$ cat config.mk
export PLATFORM = sky130hd
export DESIGN_NAME = dvfs_pll_seq
export DESIGN_NICKNAME = d
export VERILOG_FILES = /design/src/rtl/dvfs_seq_pkg.sv /design/src/rtl/dvfs_seq_route.sv /design/src/rtl/dvfs_seq_safecfg.sv /design/src/rtl/dvfs_pll_seq.sv
export SDC_FILE = /design/constraint.sdc
export NUM_CORES = 1
export LEC_CHECK = 0
export BUFFER_PORTS_ARGS = -buffer_cell sky130_fd_sc_hd__buf_4
export CORE_ASPECT_RATIO = 1.25
export CORE_MARGIN = 2
export CORE_UTILIZATION = 50
export CTS_BUF_LIST = sky130_fd_sc_hd__clkbuf_4
export CTS_CLUSTER_DIAMETER = 50
export DETAILED_ROUTE_END_ITERATION = 8
export GPL_TIMING_DRIVEN = 0
export HOLD_SLACK_MARGIN = 0.05
export PLACE_DENSITY = 0.68
export SETUP_SLACK_MARGIN = 0.4
export SYNTH_ARGS = -nofsm -noshare
export SYNTH_HDL_FRONTEND = slang
export SYNTH_SLANG_ARGS = --single-unit
$ cat constraint.sdc
create_clock -name clk -period 17.4 [get_ports clk]
set_input_delay 3.48 -clock clk [delete_from_list [all_inputs] [get_ports clk]]
set_output_delay 3.48 -clock clk [all_outputs]
set_load 0.005 [all_outputs]
$ cat src/rtl/dvfs_seq_pkg.sv
package dvfs_seq_pkg;

    localparam int FREQ_W = 22;
    localparam int NDIV_W = 8;
    localparam int PDIV_W = 6;
    localparam int MDIV_W = 6;
    localparam int MV_W   = 11;
    localparam int COEF_W = 7;
    localparam int CAL_W  = 8;
    localparam int WDAT_W = (COEF_W > CAL_W) ? COEF_W : CAL_W;

    localparam logic WSEL_COEF = 1'b0;
    localparam logic WSEL_CAL  = 1'b1;

    typedef enum logic [3:0] {
        ST_IDLE,
        ST_DECIDE,
        ST_SAFE,
        ST_WR_ZERO,
        ST_WR_CAL,
        ST_WR_COEF,
        ST_FINAL,
        ST_DONE,
        ST_FAIL
    } seq_state_e;

    typedef struct packed {
        logic [FREQ_W-1:0] freq;
        logic [PDIV_W-1:0] pdiv;
        logic [MV_W-1:0]   mv;
    } old_pt_t;

    typedef struct packed {
        logic [FREQ_W-1:0] freq;
        logic [NDIV_W-1:0] ndiv;
        logic [PDIV_W-1:0] pdiv;
        logic [MV_W-1:0]   mv;
        logic [COEF_W-1:0] coef;
        logic [CAL_W-1:0]  cal;
    } new_pt_t;

    typedef struct packed {
        seq_state_e        st;
        old_pt_t           od;
        new_pt_t           nw;
        logic [MDIV_W-1:0] mdiv;
        logic              en;
        logic              slide_req;
        logic              fin_slide;
    } seq_regs_t;

endpackage

$ cat src/rtl/dvfs_seq_route.sv
module dvfs_seq_route
    import dvfs_seq_pkg::*;
#(
    parameter int SAFE_MIN_KHZ = 614400
) (
    input  logic [FREQ_W-1:0] old_freq,
    input  logic [MV_W-1:0]   old_mv,
    input  logic [MV_W-1:0]   new_mv,
    input  logic [MDIV_W-1:0] new_mdiv,
    input  logic              new_en,
    input  logic              slide_ok,
    output logic              m_bad,
    output logic              bypass,
    output logic              need_safe,
    output logic              volt_up
);
    localparam logic [FREQ_W-1:0] SAFE_MIN_F = FREQ_W'(SAFE_MIN_KHZ);
    localparam logic [MDIV_W-1:0] ONE_M      = MDIV_W'(1);

    always_comb begin
        m_bad     = (new_mdiv != ONE_M);
        bypass    = !slide_ok || !new_en || (old_mv == new_mv);
        need_safe = (old_freq > SAFE_MIN_F);
        volt_up   = (old_mv < new_mv);
    end
endmodule

$ cat src/rtl/dvfs_seq_safecfg.sv
module dvfs_seq_safecfg
    import dvfs_seq_pkg::*;
#(
    parameter int REF_KHZ         = 38400,
    parameter int VCO_MIN_KHZ     = 1300000,
    parameter int SAFE_MIN_KHZ    = 614400,
    parameter int SAFE_MARGIN_KHZ = 76800,
    parameter int PDIV_MAX        = 31
) (
    input  logic [FREQ_W-1:0] base_freq,
    input  logic [PDIV_W-1:0] base_pdiv,
    output logic [FREQ_W-1:0] safe_freq,
    output logic [NDIV_W-1:0] safe_ndiv,
    output logic [PDIV_W-1:0] safe_pdiv
);
    localparam int NMIN   = (VCO_MIN_KHZ + REF_KHZ - 1) / REF_KHZ;
    localparam int PROD_W = FREQ_W + PDIV_W;
    localparam logic [FREQ_W-1:0] SAFE_MIN_F = FREQ_W'(SAFE_MIN_KHZ);
    localparam logic [FREQ_W-1:0] MARGIN_F   = FREQ_W'(SAFE_MARGIN_KHZ);
    localparam logic [FREQ_W-1:0] REF_F      = FREQ_W'(REF_KHZ);
    localparam logic [FREQ_W-1:0] NMIN_F     = FREQ_W'(NMIN);
    localparam logic [PROD_W-1:0] FLOOR_P    = PROD_W'(NMIN * REF_KHZ);

    logic [FREQ_W-1:0] f_adj;
    logic [FREQ_W-1:0] n_raw;
    logic [PDIV_MAX:1] fits;

    assign f_adj = (base_freq > SAFE_MIN_F) ? (base_freq - MARGIN_F) : base_freq;
    assign n_raw = f_adj / REF_F;

    for (genvar d = 1; d <= PDIV_MAX; d++) begin : g_div
        assign fits[d] = (PROD_W'(d) * PROD_W'(f_adj)) >= FLOOR_P;
    end

    always_comb begin
        safe_freq = f_adj;
        safe_ndiv = NDIV_W'(n_raw);
        safe_pdiv = base_pdiv;
        if (n_raw < NMIN_F) begin
            safe_ndiv = NDIV_W'(NMIN);
            safe_pdiv = PDIV_W'(PDIV_MAX);
            for (int d = PDIV_MAX; d >= 1; d--) begin
                if (fits[d]) safe_pdiv = PDIV_W'(d);
            end
        end
    end
endmodule

$ cat src/rtl/dvfs_pll_seq.sv
module dvfs_pll_seq
    import dvfs_seq_pkg::*;
#(
    parameter int REF_KHZ         = 38400,
    parameter int VCO_MIN_KHZ     = 1300000,
    parameter int SAFE_MIN_KHZ    = 614400,
    parameter int SAFE_MARGIN_KHZ = 76800,
    parameter int PDIV_MAX        = 31
) (
    input  logic              clk,
    input  logic              rst_n,
    input  logic              req_valid,
    output logic              req_ready,
    input  logic              req_slide,
    input  logic [FREQ_W-1:0] old_freq,
    input  logic [PDIV_W-1:0] old_pdiv,
    input  logic [MV_W-1:0]   old_mv,
    input  logic [FREQ_W-1:0] new_freq,
    input  logic [MDIV_W-1:0] new_mdiv,
    input  logic [NDIV_W-1:0] new_ndiv,
    input  logic [PDIV_W-1:0] new_pdiv,
    input  logic [MV_W-1:0]   new_mv,
    input  logic [COEF_W-1:0] new_coef,
    input  logic [CAL_W-1:0]  new_cal,
    input  logic              new_en,
    output logic              cmd_valid,
    input  logic              cmd_ack,
    input  logic              cmd_fail,
    output logic [FREQ_W-1:0] cmd_freq,
    output logic [NDIV_W-1:0] cmd_ndiv,
    output logic [PDIV_W-1:0] cmd_pdiv,
    output logic [MV_W-1:0]   cmd_mv,
    output logic              cmd_en,
    output logic              cmd_slide,
    output logic              wr_valid,
    output logic              wr_sel,
    output logic [WDAT_W-1:0] wr_data,
    output logic              done,
    output logic              err
);
    seq_regs_t s_d, s_q;

    logic m_bad, bypass, need_safe, volt_up;
    logic [FREQ_W-1:0] safe_freq;
    logic [NDIV_W-1:0] safe_ndiv;
    logic [PDIV_W-1:0] safe_pdiv;
    logic [FREQ_W-1:0] base_freq;
    logic [PDIV_W-1:0] base_pdiv;
    logic [MV_W-1:0]   safe_mv;
    logic              in_safe;

    dvfs_seq_route #(.SAFE_MIN_KHZ(SAFE_MIN_KHZ)) route_i (
        .old_freq (s_q.od.freq),
        .old_mv   (s_q.od.mv),
        .new_mv   (s_q.nw.mv),
        .new_mdiv (s_q.mdiv),
        .new_en   (s_q.en),
        .slide_ok (s_q.slide_req),
        .m_bad    (m_bad),
        .bypass   (bypass),
        .need_safe(need_safe),
        .volt_up  (volt_up)
    );

    // rising voltage: old point as base; falling: new point as base
    assign base_freq = volt_up ? s_q.od.freq : s_q.nw.freq;
    assign base_pdiv = volt_up ? s_q.od.pdiv : s_q.nw.pdiv;
    assign safe_mv   = volt_up ? s_q.nw.mv   : s_q.od.mv;

    dvfs_seq_safecfg #(
        .REF_KHZ        (REF_KHZ),
        .VCO_MIN_KHZ    (VCO_MIN_KHZ),
        .SAFE_MIN_KHZ   (SAFE_MIN_KHZ),
        .SAFE_MARGIN_KHZ(SAFE_MARGIN_KHZ),
        .PDIV_MAX       (PDIV_MAX)
    ) safe_i (
        .base_freq(base_freq),
        .base_pdiv(base_pdiv),
        .safe_freq(safe_freq),
        .safe_ndiv(safe_ndiv),
        .safe_pdiv(safe_pdiv)
    );

    always_comb begin
        s_d = s_q;
        case (s_q.st)
            ST_IDLE: begin
                if (req_valid) begin
                    s_d.st        = ST_DECIDE;
                    s_d.od        = '{freq: old_freq, pdiv: old_pdiv, mv: old_mv};
                    s_d.nw        = '{freq: new_freq, ndiv: new_ndiv, pdiv: new_pdiv,
                                      mv: new_mv, coef: new_coef, cal: new_cal};
                    s_d.mdiv      = new_mdiv;
                    s_d.en        = new_en;
                    s_d.slide_req = req_slide;
                end
            end
            ST_DECIDE: begin
                if (m_bad) begin
                    s_d.st = ST_FAIL;
                end else if (bypass) begin
                    s_d.st        = ST_FINAL;
                    s_d.fin_slide = s_q.slide_req;
                end else begin
                    s_d.fin_slide = 1'b1;
                    s_d.st        = need_safe ? ST_SAFE : ST_WR_ZERO;
                end
            end
            ST_SAFE:    if (cmd_ack) s_d.st = cmd_fail ? ST_FAIL : ST_WR_ZERO;
            ST_WR_ZERO: s_d.st = ST_WR_CAL;
            ST_WR_CAL:  s_d.st = ST_WR_COEF;
            ST_WR_COEF: s_d.st = ST_FINAL;
            ST_FINAL:   if (cmd_ack) s_d.st = cmd_fail ? ST_FAIL : ST_DONE;
            default:    s_d.st = ST_IDLE;
        endcase
    end

    always_ff @(posedge clk or negedge rst_n) begin
        if (!rst_n) s_q <= '0;
        else        s_q <= s_d;
    end

    assign in_safe   = (s_q.st == ST_SAFE);
    assign req_ready = (s_q.st == ST_IDLE);
    assign cmd_valid = in_safe || (s_q.st == ST_FINAL);
    assign cmd_freq  = in_safe ? safe_freq : s_q.nw.freq;
    assign cmd_ndiv  = in_safe ? safe_ndiv : s_q.nw.ndiv;
    assign cmd_pdiv  = in_safe ? safe_pdiv : s_q.nw.pdiv;
    assign cmd_mv    = in_safe ? safe_mv   : s_q.nw.mv;
    assign cmd_en    = in_safe ? 1'b1      : s_q.en;
    assign cmd_slide = in_safe ? 1'b1      : s_q.fin_slide;
    assign wr_valid  = (s_q.st == ST_WR_ZERO) || (s_q.st == ST_WR_CAL) || (s_q.st == ST_WR_COEF);
    assign wr_sel    = (s_q.st == ST_WR_CAL) ? WSEL_CAL : WSEL_COEF;
    assign wr_data   = (s_q.st == ST_WR_CAL)  ? WDAT_W'(s_q.nw.cal)  :
                       (s_q.st == ST_WR_COEF) ? WDAT_W'(s_q.nw.coef) : '0;
    assign done      = (s_q.st == ST_DONE);
    assign err       = (s_q.st == ST_FAIL);


    cmd_hold_chk: assert property (@(posedge clk) disable iff (!rst_n)
        cmd_valid && !cmd_ack |=> cmd_valid && $stable(cmd_freq) && $stable(cmd_ndiv)
                                 && $stable(cmd_pdiv) && $stable(cmd_mv) && $stable(cmd_slide));


    accept_busy_chk: assert property (@(posedge clk) disable iff (!rst_n)
        req_valid && req_ready |=> !req_ready);


    wr_first_zero_chk: assert property (@(posedge clk) disable iff (!rst_n)
        $rose(wr_valid) |-> (wr_sel == WSEL_COEF) && (wr_data == '0));


    wr_cal_order_chk: assert property (@(posedge clk) disable iff (!rst_n)
        wr_valid && (wr_sel == WSEL_CAL) |-> $past(wr_valid) && ($past(wr_sel) == WSEL_COEF)
                                            && ($past(wr_data) == '0));


    fail_stops_chk: assert property (@(posedge clk) disable iff (!rst_n)
        cmd_valid && cmd_ack && cmd_fail |=> err && !wr_valid && !cmd_valid);


    outcome_excl_chk: assert property (@(posedge clk) disable iff (!rst_n)
        $onehot0({done, err, cmd_valid, wr_valid}));
endmodule

# After elaboration in Yosys (flattened, before gate mapping)
# Cells that the tools add are included.
# op_classes
n_addsub	1
n_mul	25
div_mod_pow	1
n_lt_le_gt_ge	34
n_eq_ne	13
muxes	55
n_bitwise	1
n_reduce_logical	11
# op_table
op	n
>= comparator 27 x 21 -> 1 bit (second input constant)	14
>= comparator 26 x 21 -> 1 bit (second input constant)	8
multiplier 4 x 22 -> 26 bit (first input constant)	8
multiplier 5 x 22 -> 27 bit (first input constant)	7
multiplier 3 x 22 -> 25 bit (first input constant)	6
2-to-1 mux 113 bit	1
>= comparator 25 x 21 -> 1 bit (second input constant)	4
multiplier 2 x 22 -> 24 bit (first input constant)	4
2-to-1 mux 5 bit	15
2-to-1 mux 22 bit	3
2-to-1 mux 4 bit	13
>= comparator 24 x 21 -> 1 bit (second input constant)	2
> comparator 22 x 20 -> 1 bit (second input constant)	2
case mux 4 bit (7 select lines)	1
2-to-1 mux 8 bit	3
>= comparator 23 x 21 -> 1 bit (second input constant)	1
divider 22 x 16 -> 22 bit (second input constant)	1
>= comparator 22 x 21 -> 1 bit (second input constant)	1
less-than comparator 22 x 6 -> 1 bit (second input constant)	1
2-to-1 mux 11 bit	2
subtractor 22 x 17 -> 22 bit (second input constant)	1
2-to-1 mux 6 bit	3
== test 4 x 3 -> 1 bit (second input constant)	4
2-to-1 mux 3 bit	5
other kinds (16)	31
# word_totals
ff_bits	114
input_bits	114
output_inout_bits	63
elab_cells	155

# Depth between registers and ports, before layout
# logic_depth
ltp_word	38
depth_mapped	46
depth_no_buf	40

# Modules after synthesis
# Synthesis repeated with hierarchy kept, for this count alone.
# hier_totals
cells_unflattened	3442
area_unflattened_um2	30222.7
# by_module_without_submodules
mod	n_inst	cells_per_inst	area_each_um2	seq_area_each_um2
dvfs_seq_safecfg	1	3012	24449.7	0.0
dvfs_pll_seq	1	382	5431.5	2852.7
dvfs_seq_route	1	48	341.6	0.0

# Worst setup path before layout
# OpenSTA, ideal clock, no wires.
# synth_timing
path_type	flip-flop to output port
startpoint	reg s_q[81] in the netlist's numbering
endpoint	out cmd_pdiv[1]
arrival_ns	11.834
t_required_ns	13.920
setup_slack_ns	2.086
stages_incl_launch_ff	41
path_buffers	5
cell_sequence	dfrtp_1 ha_1 nand4_1 a211oi_1 a2111o_1 buf_6 clkbuf_1 buf_1 mux2i_1 ha_1 nor4bb_1 nand4_1 nand2_1 nor2_1 xnor2_1 mux2i_1 inv_1 ha_1 [... 5 more ...] o21ai_4 o21a_1 buf_4 a21oi_1 a221o_1 and4_1 buf_6 or4_4 nand2b_2 and2_4 xor2_2 nand3_1 a221oi_4 a211o_1 nand4_1 a21o_1 a21o_1 a221o_1
# synth_between
elab_chain_len	37
elab_cells_between_ends	92
cone_classes	1 x add/sub; 24 x mul; 1 x div; 32 x order compare; 34 x mux
# synth_lines
element	line_no	rtl
start, declared	dvfs_pll_seq.sv:41	seq_regs_t s_d, s_q;
start signal, assigned	dvfs_pll_seq.sv:119	if (!rst_n) s_q <= '0;
start signal, assigned	dvfs_pll_seq.sv:120	else s_q <= s_d;
less-than comparator 11 bit *	dvfs_seq_route.sv:24	volt_up = (old_mv < new_mv);
parallel branches: the longest is 34 deep, another holds subtractor 22 x 17 -> 22 bit	--	
2-to-1 mux 6 bit *	dvfs_seq_safecfg.sv:39	if (n_raw < NMIN_F) begin
2-to-1 mux 6 bit *	dvfs_pll_seq.sv:128	assign cmd_pdiv = in_safe ? safe_pdiv : s_q.nw.pdiv;
end, declared	dvfs_pll_seq.sv:31	output logic [PDIV_W-1:0] cmd_pdiv,
# Mark *: on every way between the ends.

# Worst setup path after layout
# layout_timing
startpoint	reg s_q[79] in the netlist's numbering
endpoint	out cmd_pdiv[3]
# layout_between
elab_chain_len	31
elab_cells_between_ends	74
cone_classes	1 x add/sub; 18 x mul; 1 x div; 26 x order compare; 28 x mux
# layout_lines
element	line_no
less-than comparator 11 bit *	dvfs_seq_route.sv:24
parallel branches: the longest is 28 deep, another holds subtractor 22 x 17 -> 22 bit	--
2-to-1 mux 6 bit *	dvfs_seq_safecfg.sv:39
2-to-1 mux 6 bit *	dvfs_pll_seq.sv:128
# Marked as above.

==> flow_results.xml <==
<?xml version="1.0" encoding="UTF-8"?>
<metrics>
  <group name="sta">
    <metric name="maximum_frequency_from_static_timing_analysis" unit="MHz">61.3</metric>
    <metric name="skew" unit="ps">23.7</metric>
    <metric name="final_hold_viol_count" unit="">0</metric>
    <metric name="timing.slew.headroom" unit="">0.0352</metric>
    <metric name="slew_violations" unit="">0</metric>
    <metric name="whs" unit="ps">517</metric>
    <metric name="setup_viol_count_final" unit="">0</metric>
    <metric name="period_minus_slack" unit="ps">16320</metric>
    <metric name="worst_pin_slew" unit="ps">1450</metric>
    <metric name="grt_setup_unrepaired" unit="">no</metric>
    <metric name="period_share" unit="">0.938</metric>
  </group>
  <group name="clock_tree">
    <metric name="clk_path_buf_depth" unit="">2</metric>
    <metric name="clock_sinks" unit="">114</metric>
    <metric name="cts_root_buf" unit="">clkbuf_4</metric>
    <metric name="htree_num_levels" unit="">4</metric>
    <metric name="cts-hold-fix-buffers" unit="">0</metric>
    <metric name="clock_insertion_delay_worst_skew" unit="ps">570</metric>
    <metric name="cts_tree" unit="">done</metric>
    <metric name="path_clk_slew" unit="ps">140</metric>
    <metric name="cts-buffers-inserted" unit="">17</metric>
  </group>
  <group name="detailed_routing">
    <metric name="routed_wirelength" unit="um">89700</metric>
    <metric name="wire_per_inst" unit="um">19.8</metric>
    <metric name="vias" unit="">27000</metric>
    <metric name="drt_first_pass_iters" unit="">6</metric>
    <metric name="avgViaCountPerCell" unit="">5.96</metric>
    <metric name="drt_iter0_drc" unit="">1869</metric>
    <metric name="post_detailed_route_count_of_antenna_violating_nets" unit="">0</metric>
    <metric name="post-route-drc-count" unit="">0</metric>
  </group>
  <group name="yosys">
    <metric name="yosys.area_share.simple" unit="">0.127</metric>
    <metric name="synth_sequential_area_ratio" unit="">0.0954</metric>
    <metric name="synth_top_area_frac" unit="">0.190</metric>
    <metric name="ranking_of_synthesized_cells_by_instance_count" unit="">552 x inv_1, 453 x ha_1, 246 x fa_1, 199 x a21oi_1, 198 x nand2_1</metric>
    <metric name="synth_top_family_by_area" unit="">adder cells</metric>
    <metric name="synth_area" unit="um^2">29900</metric>
    <metric name="yosys.cell_types.count" unit="">113</metric>
    <metric name="ys_warn_count" unit="">0</metric>
    <metric name="synth-xor-area-share" unit="">0.0600</metric>
    <metric name="synth-adder-area-share" unit="">0.355</metric>
    <metric name="synth-seq-cells" unit="">114</metric>
    <metric name="synthesis.area_per_instance" unit="um^2">8.48</metric>
    <metric name="synth.top_cells.by_area" unit="">ha_1 19%, fa_1 16%, dfrtp_1 9.5%, inv_1 6.9%, mux2_2 4.4%</metric>
    <metric name="dominantRegCellSynth" unit="">dfrtp_1</metric>
    <metric name="synth-async-reset-ratio" unit="">1.00</metric>
    <metric name="synth.most_common_cell" unit="">inv_1</metric>
    <metric name="synthDominantAreaCellType" unit="">ha_1</metric>
    <metric name="synth_cells" unit="">3528</metric>
    <metric name="yosys-mux-area-fraction" unit="">0.0568</metric>
    <metric name="synth_compound_area_frac" unit="">0.226</metric>
    <metric name="postSynthNetCount" unit="">4341</metric>
    <metric name="number_of_flops_mapped_to_enable_cells_by_yosys" unit="">0</metric>
  </group>
  <group name="worst_hold_path">
    <metric name="hold_path_class" unit="">reg -&gt; reg</metric>
    <metric name="min_path_cells" unit="">1</metric>
  </group>
  <group name="floorplan">
    <metric name="core_area" unit="um^2">59300</metric>
    <metric name="initial_core_util" unit="">0.504</metric>
    <metric name="die_height" unit="um">277</metric>
    <metric name="std_cell_rows" unit="">100</metric>
    <metric name="design.portCount" unit="">177</metric>
    <metric name="design.die.area" unit="um^2">61800</metric>
    <metric name="die_x" unit="um">223</metric>
  </group>
  <group name="run">
    <metric name="maxCapViolCount" unit="">0</metric>
  </group>
  <group name="run_status">
    <metric name="status" unit="">completed</metric>
  </group>
  <group name="place">
    <metric name="port-buffer-count" unit="">176</metric>
    <metric name="dpl.hpwl" unit="um">71500</metric>
    <metric name="place.gp.congestion" unit="">0.929</metric>
  </group>
  <group name="setup_path">
    <metric name="worst_setup_path_start_kind" unit="">flip-flop</metric>
    <metric name="critical_path.n_buffers_inverters" unit="">8</metric>
    <metric name="worst-path-stages" unit="">38</metric>
    <metric name="worstPathArrival" unit="ps">12840</metric>
    <metric name="timing_worst_setup_path_type" unit="">reg -&gt; out</metric>
    <metric name="cpLargestDelayFamily" unit="">compound AO/OA/AOI/OAI gates</metric>
    <metric name="timing.critical_path.fanout_max" unit="">23</metric>
    <metric name="data_required_critical_path" unit="ps">13920</metric>
    <metric name="worst_setup_path_end_kind" unit="">output port</metric>
    <metric name="timing.reg2reg.worst_path_depth" unit="">6</metric>
    <metric name="critical-path-slowest-cell" unit="">mux2_2</metric>
    <metric name="worst_path_largest_cell_delay" unit="ps">860</metric>
  </group>
  <group name="global_routing">
    <metric name="wire_length_of_the_first_global_routing_pass" unit="um">141000</metric>
    <metric name="grt_usage" unit="">0.286</metric>
    <metric name="gr-total-overflow" unit="">0</metric>
    <metric name="grt_antenna_before_repair" unit="">1</metric>
    <metric name="grt_start_max_net_pins" unit="">83</metric>
    <metric name="first_global_vias" unit="">26500</metric>
  </group>
  <group name="cells_and_area">
    <metric name="drive_above_1_share" unit="">0.136</metric>
    <metric name="layout_top_registers" unit="">s_q: 114 flops</metric>
    <metric name="design.final.nets" unit="">4564</metric>
    <metric name="max_reg_flops" unit="">114</metric>
    <metric name="largest-register" unit="">s_q</metric>
    <metric name="fillCellCount" unit="">5576</metric>
    <metric name="area.growth.synth_to_final" unit="%">10.6</metric>
  </group>
</metrics>
-- worst reg2reg max path: cells and delay by family, from the launching register on --
kind	cells	cell delay, ps
buffers and inverters	3	1470
multiplexers	1	430
flip-flops	1	350
AND/OR/NAND/NOR	2	230
-- layer usage --
metal  global-route usage  wire length [um]  vias up
li1                     -                 -    12900
met1                0.352             36800    13100
met2                0.504             44200      825
met3               0.0327              4640      212
met4                0.120              4100        0
met5                    0                 0        -
-- cell usage in the layout (no fill, tap or decap), types with 20 or more instances in the layout --
cell type / n
and2_1: 20
buf_4: 191
o21ai_0: 173
nand4_1: 34
o21bai_1: 56
nand2_1: 196
xor2_1: 50
nand3_1: 64
nand2b_1: 22
inv_1: 546
dfrtp_1: 114
nor2_1: 175
a21oi_1: 198
nor4_1: 23
or2_2: 24
mux2i_1: 26
o211ai_1: 32
mux2_2: 116
fa_1: 246
a211o_1: 21
xnor2_1: 141
a211oi_1: 35
ha_1: 453
o31ai_1: 31
a21o_1: 140
o21a_1: 33
clkbuf_1: 35
a31oi_1: 69
nor3_1: 73
-- through the flow --
stage                     setup WS, ps  utilization  instance area [um^2]  instances  setup TNS (ps)
after CTS                          492        0.555                 32900       4522               0
after floorplan                   2090            -                 29900       3528               0
final                             1080        0.558                 33100       4530               0
after global routing               530        0.558                 33100       4530               0
after detailed placement          -372        0.549                 32600       4483           -2040
after global placement           -4190        0.543                 32200       4469          -38410
-- layout make-up --
type	count	area (um^2)	share of cell area
multi-input combinational	2791	24900	0.752
sequential	114	2850	0.0862
inverter	558	2110	0.0638
timing repair buffer	204	1740	0.0524
tap	765	957	0.0289
buffer	65	310	0.00938
clock buffer	18	135	0.00408
clock inverter	14	118	0.00355
antenna	1	2.50	0.0000756
-- logic make-up after synthesis --
family,count (synthesis)
AND/OR/NAND/NOR,756
adder cells (fa/ha/maj),700
XOR/XNOR,200
flip-flops,114
AO/OA/AOI/OAI,981
multiplexers,154
buffers and inverters,623
-- final timing paths --
| check | start | to | slack (ps) |
|---|---|---|---|
| min reg2reg | s_q[37]$_DFFE_PN0P_ | s_q[37]$_DFFE_PN0P_ | 520 |
| min in group asynchronous | rst_n | s_q[93]$_DFFE_PN0P_ | 2790 |
| max in group asynchronous | rst_n | s_q[83]$_DFFE_PN0P_ | 13880 |
| min | s_q[37]$_DFFE_PN0P_ | s_q[37]$_DFFE_PN0P_ | 520 |
| max reg2reg | s_q[113]$_DFFE_PN0P_ | s_q[88]$_DFFE_PN0P_ | 14800 |
| max | s_q[79]$_DFFE_PN0P_ | cmd_pdiv[3] | 1080 |
-- repair_timing --
| action | 4_1_cts | 5_1_grt |
|---|---|---|
| buffers inserted | 7 | 5 |
| resized for setup | 9 | 19 |
| pin swaps | 0 | 1 |
| endpoints found under the setup margin | 9 | 8 |
Power is left out: the tool's default activity adds up to more than one toggle a clock period on the data nets, which glitch-free logic cannot reach.
